File: src/rtl/lrs_pkg.sv
package lrs_pkg;
  typedef enum logic [2:0] {
    ST_NORMAL  = 3'd0,
    ST_DROP    = 3'd1,
    ST_RELEASE = 3'd2,
    ST_RWAIT   = 3'd3,
    ST_READY   = 3'd4
  } lrs_state_e;

  function automatic int unsigned lrs_max3(int unsigned a, int unsigned b, int unsigned c);
    int unsigned m;
    m = (a > b) ? a : b;
    return (m > c) ? m : c;
  endfunction
endpackage

File: src/rtl/lrs_timer.sv
module lrs_timer #(
  parameter int CW = 8
) (
  input  logic          clk,
  input  logic          rst,
  input  logic          clr,
  input  logic [CW-1:0] limit,
  output logic          last
);
  logic [CW-1:0] cnt;

  always_ff @(posedge clk) begin
    if (rst || clr) cnt <= '0;
    else if (cnt != {CW{1'b1}}) cnt <= cnt + 1'b1;
  end

  assign last = (cnt == limit - 1'b1);
endmodule

File: src/rtl/lrs_drv.sv
module lrs_drv #(
  parameter int W = 1
) (
  input  logic         drive_en,
  input  logic         zero_force,
  input  logic [W-1:0] val,
  output logic [W-1:0] o,
  output logic         oe
);
  for (genvar i = 0; i < W; i++) begin : g_bit
    assign o[i] = drive_en & ~zero_force & val[i];
  end
  assign oe = drive_en;
endmodule

File: src/rtl/lrs_fsm.sv
module lrs_fsm
  import lrs_pkg::*;
#(
  parameter int ZERO_CYC        = 4,
  parameter int DETECT_CYC      = 128,
  parameter int RESTORE_CYC     = 1024,
  parameter int RELEASE_MAX_CYC = 49152
) (
  input  logic clk,
  input  logic rst,
  input  logic iso_mode,
  input  logic reset_req,
  input  logic reenable_req,
  output logic lps,
  output logic drive_en,
  output logic zero_force,
  output logic accept_ok,
  output logic restore_done,
  output logic init_start
);
  localparam int unsigned MAXL = lrs_max3(ZERO_CYC, DETECT_CYC, RESTORE_CYC);
  localparam int CW = $clog2(MAXL + 1) + 1;
  localparam int LOW_MIN = DETECT_CYC + RESTORE_CYC;
  localparam int AW = $clog2(LOW_MIN + RELEASE_MAX_CYC + 2) + 1;

  lrs_state_e    state, state_n;
  logic          pend;
  logic          go;
  logic          last;
  logic          tmr_clr;
  logic [CW-1:0] limit;
  logic          start;

  assign start = (state == ST_NORMAL) && reset_req && !iso_mode;
  assign go    = (state == ST_READY) && (reenable_req || pend);

  always_comb begin
    unique case (state)
      ST_DROP:    limit = CW'(ZERO_CYC);
      ST_RELEASE: limit = CW'(DETECT_CYC);
      ST_RWAIT:   limit = CW'(RESTORE_CYC);
      default:    limit = CW'(1);
    endcase
  end

  always_comb begin
    state_n = state;
    unique case (state)
      ST_NORMAL:  if (start) state_n = ST_DROP;
      ST_DROP:    if (last)  state_n = ST_RELEASE;
      ST_RELEASE: if (last)  state_n = ST_RWAIT;
      ST_RWAIT:   if (last)  state_n = ST_READY;
      ST_READY:   if (go)    state_n = ST_NORMAL;
      default:               state_n = ST_NORMAL;
    endcase
  end

  assign tmr_clr = (state_n != state) || (state == ST_NORMAL) || (state == ST_READY);

  lrs_timer #(.CW(CW)) u_tmr (
    .clk   (clk),
    .rst   (rst),
    .clr   (tmr_clr),
    .limit (limit),
    .last  (last)
  );

  always_ff @(posedge clk) begin
    if (rst) begin
      state      <= ST_NORMAL;
      pend       <= 1'b0;
      init_start <= 1'b0;
    end else begin
      state      <= state_n;
      init_start <= go;
      if (state == ST_NORMAL || go) pend <= 1'b0;
      else if (reenable_req)        pend <= 1'b1;
    end
  end

  assign lps          = (state == ST_NORMAL);
  assign drive_en     = (state == ST_NORMAL) || (state == ST_DROP);
  assign zero_force   = (state != ST_NORMAL);
  assign accept_ok    = (state == ST_NORMAL) && !start;
  assign restore_done = (state == ST_READY);

  // Checker counters, used only by the properties below.
  logic [AW-1:0] low_cnt;
  logic [AW-1:0] drv_low_cnt;
  always_ff @(posedge clk) begin
    if (rst || lps) begin
      low_cnt     <= '0;
      drv_low_cnt <= '0;
    end else begin
      if (low_cnt != {AW{1'b1}}) low_cnt <= low_cnt + 1'b1;
      if (drive_en && drv_low_cnt != {AW{1'b1}}) drv_low_cnt <= drv_low_cnt + 1'b1;
    end
  end

  initial begin

    release_fits_chk: assert (ZERO_CYC >= 1 && ZERO_CYC <= RELEASE_MAX_CYC
                              && DETECT_CYC >= 1 && RESTORE_CYC >= 1);
  end


  release_deadline_chk: assert property (@(posedge clk) disable iff (rst)
    drv_low_cnt <= AW'(RELEASE_MAX_CYC));


  lps_low_hold_chk: assert property (@(posedge clk) disable iff (rst)
    $rose(lps) |-> ($past(low_cnt) >= AW'(LOW_MIN)));


  pend_taken_chk: assert property (@(posedge clk) disable iff (rst)
    (state == ST_READY && pend) |=> (state == ST_NORMAL));


  init_pulse_chk: assert property (@(posedge clk) disable iff (rst)
    init_start |-> (lps && $past(restore_done)));
endmodule

File: src/rtl/link_lps_reset.sv
module link_lps_reset #(
  parameter int CTL_W           = 2,
  parameter int D_W             = 8,
  parameter int ZERO_CYC        = 4,
  parameter int DETECT_CYC      = 128,
  parameter int RESTORE_CYC     = 1024,
  parameter int RELEASE_MAX_CYC = 49152
) (
  input  logic             clk,
  input  logic             rst,
  input  logic             iso_mode,
  input  logic             reset_req,
  input  logic             reenable_req,
  input  logic             tx_valid,
  output logic             tx_ready,
  input  logic             tx_lreq,
  input  logic [CTL_W-1:0] tx_ctl,
  input  logic [D_W-1:0]   tx_d,
  output logic             lps,
  output logic             lreq_o,
  output logic             lreq_oe,
  output logic [CTL_W-1:0] ctl_o,
  output logic             ctl_oe,
  output logic [D_W-1:0]   d_o,
  output logic             d_oe,
  output logic             restore_done,
  output logic             init_start
);
  localparam int PW = 1 + CTL_W + D_W;

  logic          drive_en, zero_force, accept_ok;
  logic [PW-1:0] pay_q;

  lrs_fsm #(
    .ZERO_CYC        (ZERO_CYC),
    .DETECT_CYC      (DETECT_CYC),
    .RESTORE_CYC     (RESTORE_CYC),
    .RELEASE_MAX_CYC (RELEASE_MAX_CYC)
  ) u_fsm (
    .clk          (clk),
    .rst          (rst),
    .iso_mode     (iso_mode),
    .reset_req    (reset_req),
    .reenable_req (reenable_req),
    .lps          (lps),
    .drive_en     (drive_en),
    .zero_force   (zero_force),
    .accept_ok    (accept_ok),
    .restore_done (restore_done),
    .init_start   (init_start)
  );

  assign tx_ready = accept_ok;

  always_ff @(posedge clk) begin
    if (rst)                       pay_q <= '0;
    else if (tx_valid && tx_ready) pay_q <= {tx_lreq, tx_ctl, tx_d};
    else                           pay_q <= '0;
  end

  lrs_drv #(.W(1)) u_lreq (
    .drive_en (drive_en), .zero_force (zero_force),
    .val (pay_q[PW-1]), .o (lreq_o), .oe (lreq_oe));

  lrs_drv #(.W(CTL_W)) u_ctl (
    .drive_en (drive_en), .zero_force (zero_force),
    .val (pay_q[D_W +: CTL_W]), .o (ctl_o), .oe (ctl_oe));

  lrs_drv #(.W(D_W)) u_d (
    .drive_en (drive_en), .zero_force (zero_force),
    .val (pay_q[D_W-1:0]), .o (d_o), .oe (d_oe));


  last_zero_chk: assert property (@(posedge clk) disable iff (rst)
    $fell(d_oe) |-> ($past(d_o) == '0 && $past(ctl_o) == '0 && $past(lreq_o) == 1'b0));


  lps_drop_zero_chk: assert property (@(posedge clk) disable iff (rst)
    $fell(lps) |-> (d_oe && ctl_oe && lreq_oe && d_o == '0 && ctl_o == '0 && !lreq_o));


  enables_together_chk: assert property (@(posedge clk) disable iff (rst)
    (d_oe == ctl_oe) && (ctl_oe == lreq_oe));


  done_released_chk: assert property (@(posedge clk) disable iff (rst)
    restore_done |-> (!lps && !d_oe));


  iso_hold_chk: assert property (@(posedge clk) disable iff (rst)
    (lps && iso_mode) |=> lps);
endmodule

File: config.mk
export PLATFORM = sky130hd
export DESIGN_NAME = link_lps_reset
export DESIGN_NICKNAME = d
export VERILOG_FILES = /design/src/rtl/lrs_pkg.sv /design/src/rtl/lrs_timer.sv /design/src/rtl/lrs_drv.sv /design/src/rtl/lrs_fsm.sv /design/src/rtl/link_lps_reset.sv
export SDC_FILE = /design/constraint.sdc
export NUM_CORES = 1
export LEC_CHECK = 0
export BUFFER_PORTS_ARGS = -buffer_cell sky130_fd_sc_hd__clkbuf_2
export CAP_MARGIN = 20
export CELL_PAD_IN_SITES_DETAIL_PLACEMENT = 1
export CELL_PAD_IN_SITES_GLOBAL_PLACEMENT = 1
export CORE_MARGIN = 3
export CORE_UTILIZATION = 38
export DETAILED_ROUTE_END_ITERATION = 6
export PLACE_DENSITY_LB_ADDON = 0.12
export SYNTH_ARGS = -nofsm -noshare
export SYNTH_HDL_FRONTEND = slang
export SYNTH_SLANG_ARGS = --single-unit
File: constraint.sdc
create_clock -name clk -period 2.44 [get_ports clk]
set_clock_uncertainty 0.15 [all_clocks]
set_input_delay 0.61 -clock clk [delete_from_list [all_inputs] [get_ports clk]]
set_output_delay 0.61 -clock clk [all_outputs]
set_load 0.01 [all_outputs]
==> implementation parameters, run 1 <==
Parameter                              Value

Logic synthesis
  Proportion of synthesized flip-flops having asynchronous set or reset    0
  Register bit total from synthesis    28
  Post-synthesis share of cell area spent on and, or, nand and nor gates    0.362
  Cell count after synthesis    152
  Most used flip-flop cell after synthesis    dfxtp_1
  Fraction of the mapped netlist area in compound gates    0.0695
  Synthesis Warnings    0
  Count of flip-flops with a built-in enable after synthesis    0
  Synthesized area    0.00133 mm2
  Sequential share of the synthesized area    0.421
  Adder and majority gate portion of the synthesized area    0.0188
  Post-Synth XOR/XNOR Area    0.0592
  Multiplexer share of the synthesized area    0.0225
  Net count of the mapped netlist    171
  Mean post-synth cell area    8.77 um2
  Synth cell types    39
  Largest family of logic cells by synthesized area    simple AND/OR/NAND/NOR gates

Pwr
  Max IR drop VDD    0.492 mV
  Total power draw    1.40 mW
  Pleak    0.669 nW
  Power density cells    885 mW/mm2

Setup path
  Data arrival time of the critical path    1.48 ns
  Register-to-Register Setup Slack    0.31 ns
  Startpoint of the lowest-slack register-to-register path    u_fsm.state[2]
  Worst setup path category    reg -> out
  Data required time at the worst endpoint    1.68 ns
  Worst R2R End    u_fsm.u_tmr.cnt[8]
  Worst setup SP type    flop
  Sort of element at the end of the critical path    primary output
  Largest fanout of any net on the critical path    13
  Depth of the worst register-to-register path    9

Timing
  Max-slew headroom    0.661
  Final setup violation count    0
  Pins Over Slew Limit    0
  Transition time of the tightest slew-check pin    0.505 ns
  Setup TNS Final    0 ns
  Clock period minus final worst setup slack    2.24 ns
  Unrepaired setup endpoints after global routing    no
  Share of the clock period used by the worst path    0.919
  Achievable Freq    446 MHz
  Final hold vios    0

Route
  Ratio of routed vias to standard cells    5.00
  TritonRoute pass-1 iters    4
  Number of design rule violations left after detail routing    0
  Detailed Route Iter0 Violations    23
  Count of antenna-violating nets left after detailed routing    0
  Total via count in the routed design    1,149
  Total length of routed wires    3140 um
  Detailed-route wire length per cell    13.6 um

CTS
  Maximum clock insertion buffer count    2
  Clock insertion delay at the later pin of the skew report    0.32 ns
  Number of clock sinks    28
  # resized after CTS    0
  CTS Root Buffer Type    clkbuf_4
  Clock slew seen by the registers of the worst setup and hold paths    0.15 ns
  Postcts setup bufs    0
  Hold-fix buffer count after cts    0
  H-Tree Level Count    1
  TritonCTS clock tree    yes
  Number of buffers inserted during clock tree synthesis    3

Die
  Area of the die    0.00425 mm2
  Row Count    20
  Count of boundary I/O pins    35
  Die extent in y    65.2 um
  Core Footprint    0.00320 mm2
  Die W    65.2 um
  Starting density of the core    0.416

Place
  Port bufs    34
  Routability cong.    0.813
  Placed cell count    226
  Final HPWL DP    2480 um

Hold path
  Min-Delay Path Class    in -> reg
  Beginning of the worst hold path    tx_lreq
  Hold depth    2
  Worst min-delay path endpoint    pay_q[10]

Final layout
  Post-layout net count    206
  Final cell count without fillers    230
  Share of post-route cells with drive strength above 1    0.258
  Commonest cells after routing, fill and taps aside    34 x clkbuf_2, 28 x dfxtp_1, 24 x and2_1
  Count of antenna diodes in the layout    0
  Most common cell after layout, fill and taps aside    clkbuf_2
  Post-synthesis to final-layout area growth    18.6%

Outcome
  Result of the run    finished, final reports clean

Job
  Number of max-cap violations    0

Global routing
  Total GRT Usage    0.157
  Initial antenna violation count    0
  Maximum number of pins on one net before global-route repair    16
  Wire length of the first global-routing pass    5400 um
  Vias in the first global route    1,197
  Congestion Overflow GR    0
critical path, cell delays in order (launching register included):
cell and delay (ns):
dfxtp_1 0.34, buf_4 0.17, nor3_1 0.19, buf_4 0.19, and2_1 0.14, clkbuf_2 0.13
layout make-up:
| type | count | area, um2 |
|---|---|---|
| clock buffer | 4 | 36.3 |
| multi-input combinational | 112 | 709 |
| fill | 431 | 1620 |
| sequential | 28 | 561 |
| inverter | 3 | 11.3 |
| tap | 44 | 55.1 |
| timing repair buffer | 39 | 208 |
how the worst max path moves through the flow:
stage | from | end | slack (ns) | depth (start not counted)
after CTS | u_fsm.state[1] | tx_ready | 0.15 | 5
after detailed placement | u_fsm.state[2] | u_fsm.u_tmr.cnt[8] | 0.32 | 9
final | u_fsm.state[1] | tx_ready | 0.20 | 5
after floorplan | u_fsm.state[2] | u_fsm.u_tmr.cnt[4] | 0.38 | 10
after global routing | u_fsm.state[1] | tx_ready | 0.03 | 5
after global placement | u_fsm.state[2] | u_fsm.u_tmr.cnt[1] | 0.40 | 9
report_power, final:
part           internal [mW]  leakage, nW  switching (mW)
registers              0.508        0.227          0.0337
clock network         0.0912       0.0210           0.135
logic                  0.261        0.421           0.370
logic make-up after synthesis:
kind of cell | count (synthesis)
compound gates | 14
xor+xnor | 9
fa+ha+maj | 2
buf+inv | 12
flops | 28
mux | 3
simple gates | 84
per-layer routing:
metal  global-route usage  wire (um)  up-vias
met5                    0          0        -
met4               0.0233         10        0
met3               0.0205        108        2
met2                0.271       1530       22
met1                0.214       1490      539
li1                     -          -      586
cells in the mapped netlist (4+ instances only):
cell / instances / area (um2)
clkbuf_1: 4 / 15.0
nand3_1: 4 / 20.0
and2_1: 24 / 150
nor3_1: 9 / 45.0
xor2_1: 4 / 35.0
xnor2_1: 5 / 43.8
dfxtp_1: 28 / 561
nand2_1: 7 / 26.3
nor2_1: 17 / 63.8
nand2b_1: 5 / 31.3
stage by stage:
step / worst slack (ns) / hold slack [ns] / area [um2] / utilization
after floorplan: 0.384 / 0.271 / 1330 / -
after global placement: 0.404 / 0.320 / 1540 / 0.482
after detailed placement: 0.323 / 0.318 / 1540 / 0.482
after CTS: 0.151 / 0.312 / 1580 / 0.493
after global routing: 0.0283 / 0.299 / 1580 / 0.493
final: 0.198 / 0.328 / 1580 / 0.493
sequential cells by signal (all words and copies together) (netlist names):
name and count:
pay_q 11, u_fsm.state 3, u_fsm.u_tmr.cnt 12, u_fsm.init_start 1, u_fsm.pend 1
Power figures use the tool's default switching activity.
==> run 2, diff against run 1 <==
- clock period: 2.44 -> 2.2 ns (I/O delays scaled with it)
==> implementation parameters, run 2 (synthesis gave the netlist of run 1 again) <==
Parameter                              Value

Outcome
  Result of the run    finished, final reports clean

Timing
  Final hold vios    0 (unchanged)
  Unrepaired setup endpoints after global routing    yes
  Max-slew headroom    0.762 (+0.100)
  Clock period minus final worst setup slack    2.15 ns
  Pins Over Slew Limit    0 (unchanged)
  Minimum hold slack    0.253 ns (-0.0746 ns)
  Achievable Freq    465 MHz
  Share of the clock period used by the worst path    0.978
  Transition time of the tightest slew-check pin    0.353 ns (-0.152 ns)
  Final setup violation count    0 (unchanged)

Pwr
  Power density cells    1120 mW/mm2 (+26%)
  Power spent charging and discharging nets    0.702 mW (+30%)
  Pleak    0.747 nW (+12%)
  Cell internal power dissipation    1.24 mW (+44%)
  Part of the total power dissipated in the clock network    0.175 (+0.013)
  Proportion of total power due to net switching    0.362 (-0.0235)
  Flop pwr share    0.307 (-0.080)
  Logic gate share of total power    0.518 (+0.067)
  Max IR drop VDD    0.666 mV (+35%)

CTS
  Maximum clock insertion buffer count    2 (unchanged)
  H-Tree Level Count    1 (unchanged)
  Clock slew seen by the registers of the worst setup and hold paths    0.16 ns (about the same)
  Number of clock sinks    28 (unchanged)
  CTS Root Buffer Type    clkbuf_4
  TritonCTS clock tree    yes
  Hold-fix buffer count after cts    0 (unchanged)
  Number of buffers inserted during clock tree synthesis    3 (unchanged)
  Clock insertion delay at the later pin of the skew report    0.33 ns (about the same)

Route
  Detailed-route wire length per cell    15.0 um (+10%)
  Detailed Route Iter0 Violations    16 (-30%)
  Total length of routed wires    3560 um (+13%)
  Count of antenna-violating nets left after detailed routing    0 (unchanged)
  Number of design rule violations left after detail routing    0 (unchanged)
  Total via count in the routed design    1,220 (+6.2%)
  TritonRoute pass-1 iters    4 (unchanged)
  Ratio of routed vias to standard cells    5.15 (+3.0%)

Final layout
  Biggest register    u_fsm.u_tmr.cnt
  Post-synthesis to final-layout area growth    30.3%
  Largest registers    u_fsm.u_tmr.cnt (12), pay_q (11), u_fsm.state (3)
  Flip-flop count of the largest register, all copies and words added    12 (unchanged)
  Share of post-route cells with drive strength above 1    0.337 (+0.0787)
  Non-Filler Cell Area, Final    0.00174 mm2 (+9.9%)
  Most common cell after layout, fill and taps aside    dfxtp_1
  Post-layout net count    213 (+3.4%)
  Count of antenna diodes in the layout    0 (unchanged)
  Commonest cells after routing, fill and taps aside    25 x dfxtp_1, 22 x clkbuf_2, 19 x and2_1

Setup path
  Worst setup SP type    flop
  Data required time at the worst endpoint    1.50 ns (-0.18 ns)
  Worst setup path category    reg -> out
  Data arrival time of the critical path    1.45 ns (-0.03 ns)
  Largest fanout of any net on the critical path    12 (-1)
  Sort of element at the end of the critical path    primary output

Global routing
  Vias in the first global route    1,226 (+2.4%)
  Maximum number of pins on one net before global-route repair    17 (+1)
  Total GRT Usage    0.168 (+0.0103)
  Congestion Overflow GR    0 (unchanged)
  Wire length of the first global-routing pass    5620 um (+4.1%)
  Initial antenna violation count    0 (unchanged)

Die
  Starting density of the core    0.416 (unchanged)
  Die W    65.2 um (unchanged)
  Die extent in y    65.2 um (unchanged)
  Core Footprint    0.00320 mm2 (unchanged)
  Area of the die    0.00425 mm2 (unchanged)
  Row Count    20 (unchanged)
  Count of boundary I/O pins    35 (unchanged)

Place
  Instance area at placement    0.00157 mm2 (+1.5%)
  Final HPWL DP    2550 um (+3.0%)
  Routability cong.    0.798 (-1.8%)
  Port bufs    34 (unchanged)

Hold path
  Min-Delay Path Class    in -> reg

Job
  Number of max-cap violations    0 (unchanged)
-- run 2: metrics by stage --
stage | std cells | util | setup WS [ns] | setup TNS, ns | total power, mW
after CTS | 234 | 0.516 | 0.00280 | 0 | 1.79
after global routing | 237 | 0.542 | -0.0508 | -0.395 | 2.08
final | 237 | 0.542 | 0.0480 | 0 | 1.94
after global placement | 229 | 0.489 | 0.130 | 0 | 1.32
after detailed placement | 229 | 0.489 | 0.0489 | 0 | 1.36
after floorplan | 152 | - | 0.144 | 0 | 1.10
-- run 2: layout make-up --
cell class                      count  area, um2
Clock buffer                        3       22.5
Clock inverter                      1       30.0
Fill cell                         405       1470
Inverter                            3       11.3
Multi-Input combinational cell    112        734
Sequential cell                    28        564
Tap cell                           44       55.1
Timing Repair Buffer               46        319
-- run 2: power by group through the flow --
stage	Sequential, mW	Combinational (mW)	Clock (mW)
after floorplan	0.601	0.498	0
after global placement	0.594	0.722	0
after detailed placement	0.598	0.760	0
after CTS	0.587	0.852	0.351
after global routing	0.605	1.10	0.373
final	0.597	1.01	0.339
-- run 2: path summary, 6_finish.rpt --
path                            slack (ns)            from  cells past startpoint              to
worst max register to register        0.12  u_fsm.state[2]                      9  u_fsm.state[1]
worst min register to register        0.34      u_fsm.pend                      1  u_fsm.state[2]
worst min-delay path                  0.25         tx_d[4]                      2        pay_q[4]
worst max-delay path                  0.05  u_fsm.state[1]                      5          d_o[2]
-- run 2: routing by layer --
layer / track usage / part of all wire / vias to the layer above
met4: 0.0674 / 0.0073 / 0
li1: - / - / 597
met3: 0.0291 / 0.025 / 2
met5: 0 / 0 / -
met1: 0.199 / 0.43 / 604
met2: 0.297 / 0.54 / 17
-- run 2: timing repair --
| item | in CTS | in global routing |
|---|---|---|
| pin swaps | 1 | 6 |
| endpoints found under the setup margin | 12 | 22 |
| cloned | 1 | 0 |
| resized for setup | 9 | 25 |
| buffers inserted | 0 | 3 |
-- run 2: worst max-delay path: stages, from the launching register on --
cell and delay [ns]:
dfxtp_2 0.36, buf_4 0.18, nor3_4 0.17, buf_6 0.15
and2_1 0.13, buf_2 0.13
==> run 3, diff against run 2 <==
- CORE_ASPECT_RATIO: unset -> 0.75
- SKIP_CTS_REPAIR_TIMING: unset -> 1
==> implementation parameters, run 3 (synthesis gave the netlist of run 1 again) <==
Parameter                              Value

Outcome
  Result of the run    finished, final reports clean

Timing
  Achievable Freq    461 MHz (-0.87%)
  Max-slew headroom    0.636 (-0.126)
  Post-route setup slack    0.0292 ns (-0.0188 ns)
  Setup TNS Final    0 ns (unchanged)
  Clock period minus final worst setup slack    2.17 ns (+0.0188 ns)
  Final hold vios    0 (unchanged)
  Minimum hold slack    0.321 ns (+0.0684 ns)
  Pins Over Slew Limit    0 (unchanged)
  Share of the clock period used by the worst path    0.987 (+0.00856)
  Final setup violation count    0 (unchanged)
  Transition time of the tightest slew-check pin    0.543 ns (+0.190 ns)

Die
  Count of boundary I/O pins    35 (unchanged)
  Starting density of the core    0.423 (+0.00728)
  Area of the die    0.00426 mm2 (+0.18%)
  Die W    74.4 um (+14%)
  Die extent in y    57.3 um (-12%)
  Row Count    17 (-15%)
  Core Footprint    0.00315 mm2 (-1.7%)

Final layout
  Flip-flop count of the largest register, all copies and words added    12 (unchanged)
  Post-layout net count    211 (-0.94%)
  Non-Filler Cell Area, Final    0.00172 mm2 (-1.2%)
  Largest registers    u_fsm.u_tmr.cnt (12), pay_q (11), u_fsm.state (3)
  Post-layout util    0.545 (+0.00312)
  Share of post-route cells with drive strength above 1    0.335 (-0.00171)
  Count of antenna diodes in the layout    0 (unchanged)
  Biggest register    u_fsm.u_tmr.cnt
  Most common cell after layout, fill and taps aside    clkbuf_2
  Final cell count without fillers    229 (-3.4%)
  Area taken by flip-flops and latches    564 um2 (unchanged)
  Layout fillers    387 (-4.4%)
  Multi-input combinational cell area    758 um2 (+3.2%)
  Post-synthesis to final-layout area growth    28.8%
  Commonest cells after routing, fill and taps aside    31 x clkbuf_2, 25 x dfxtp_1, 23 x and2_1

CTS
  Number of clock sinks    28 (unchanged)
  Clock slew seen by the registers of the worst setup and hold paths    0.09 ns (-0.07 ns)
  Clock insertion delay at the later pin of the skew report    0.27 ns (-0.06 ns)
  H-Tree Level Count    1 (unchanged)
  Maximum clock insertion buffer count    2 (unchanged)
  TritonCTS clock tree    yes
  Number of buffers inserted during clock tree synthesis    3 (unchanged)
  CTS Root Buffer Type    clkbuf_8

Hold path
  Hold depth    2 (unchanged)
  Min-Delay Path Class    in -> reg

Setup path
  Worst setup path category    reg -> reg
  Data required time at the worst endpoint    2.17 ns (+0.67 ns)
  Crit path buffers/inverters    2 (-1)
  Longest individual stage delay on the worst path    0.34 ns (-0.02 ns)
  Sort of element at the end of the critical path    flop
  Depth of the worst register-to-register path    10 (+1)
  Cell family contributing the most delay on the critical path    simple AND/OR/NAND/NOR gates
  Max stage delay cell, worst path    dfxtp_2
  Data arrival time of the critical path    2.14 ns (+0.69 ns)
  Critical Path, Cell by Cell    nand2b_4 > inv_2 > nand2b_1 > ha_4 > xor2_1 > nor4_2 > o21a_1 > buf_4 > nand3_1 > o41ai_1
  Number of cells on the critical path    10 (+5)
  Worst setup SP type    flop
  Largest fanout of any net on the critical path    4 (-8)

Route
  Count of antenna-violating nets left after detailed routing    0 (unchanged)
  Total via count in the routed design    1,204 (-1.3%)
  Number of design rule violations left after detail routing    0 (unchanged)
  Ratio of routed vias to standard cells    5.26 (+2.1%)
  Detailed-route wire length per cell    16.8 um (+12%)
  TritonRoute pass-1 iters    4 (unchanged)
  Detailed Route Iter0 Violations    39 (+23)
  Total length of routed wires    3840 um (+8.0%)

Place
  Instance area at placement    0.00156 mm2 (-0.48%)
  Placed cell count    223 (-2.6%)
  Port bufs    34 (unchanged)
  Routability cong.    0.804 (+0.78%)
  Post-place setup slack    -0.0292 ns (-0.0780 ns)
  Final HPWL DP    2720 um (+6.6%)

Global routing
  Total GRT Usage    0.178 (+0.0102)
  Maximum number of pins on one net before global-route repair    17 (unchanged)
  Met2 Track Usage GR    0.283 (-0.0142)
  Most heavily used metal layer in global routing    met2
  Met1 layer usage reported by global route    0.247 (+0.0481)
  Vias in the first global route    1,253 (+2.2%)
  Grt met3 use    0.0440 (+0.0150)
  Congestion Overflow GR    0 (unchanged)
  Initial antenna violation count    0 (unchanged)
  Wire length of the first global-routing pass    5950 um (+5.9%)

Job
  Number of max-cap violations    0 (unchanged)

Pwr
  Power density cells    1170 mW/mm2 (+4.5%)
  Max IR drop VDD    0.540 mV (-19%)
  Pleak    0.731 nW (-2.1%)
  Total power draw    2.01 mW (+3.3%)
-- run 3: cell types whose count changed in the layout (fill, tap and decap cells not counted), moves of 2 or more --
cell and change:
and2_1 +4, and2_4 -4, buf_2 -4, buf_4 -2
buf_6 -4, clkbuf_2 +9, clkbuf_4 -3, clkbuf_8 +3
-- run 3: worst reg2reg max path: cells and delay by family, from the launching register on --
family                   cells  cell delay (ns)
XOR/XNOR                     1             0.15
AND/OR/NAND/NOR              4             0.59
adder cells (fa/ha/maj)      1             0.18
buffers and inverters        2             0.22
flip-flops                   1             0.34
AO/OA/AOI/OAI                2             0.38
-- run 3: power breakdown --
part	switching [mW]	leakage [nW]	internal, mW
Sequential	0.0340	0.228	0.567
Combinational	0.555	0.467	0.449
Clock	0.157	0.0357	0.244
Total	0.746	0.731	1.26
-- run 3: final timing paths --
kind	slack (ns)	start	to
min reg2reg	0.35	u_fsm.pend	u_fsm.state[2]
max reg2reg	0.03	u_fsm.state[2]	u_fsm.state[2]
max	0.03	u_fsm.state[2]	u_fsm.state[2]
min	0.32	tx_d[7]	pay_q[7]
-- run 3: routing by layer --
| metal | wire [um] | vias up |
|---|---|---|
| li1 | - | 589 |
| met1 | 1820 | 580 |
| met2 | 1840 | 33 |
| met3 | 168 | 2 |
| met4 | 19 | 0 |
| met5 | 0 | - |
-- run 3: cell type report --
cell class,count,area share
Clock inverter,1,0.0175
Tap cell,38,0.0277
Sequential cell,28,0.329
Inverter,3,0.00656
Timing Repair Buffer,44,0.154
Clock buffer,3,0.0241
Multi-Input combinational cell,112,0.442
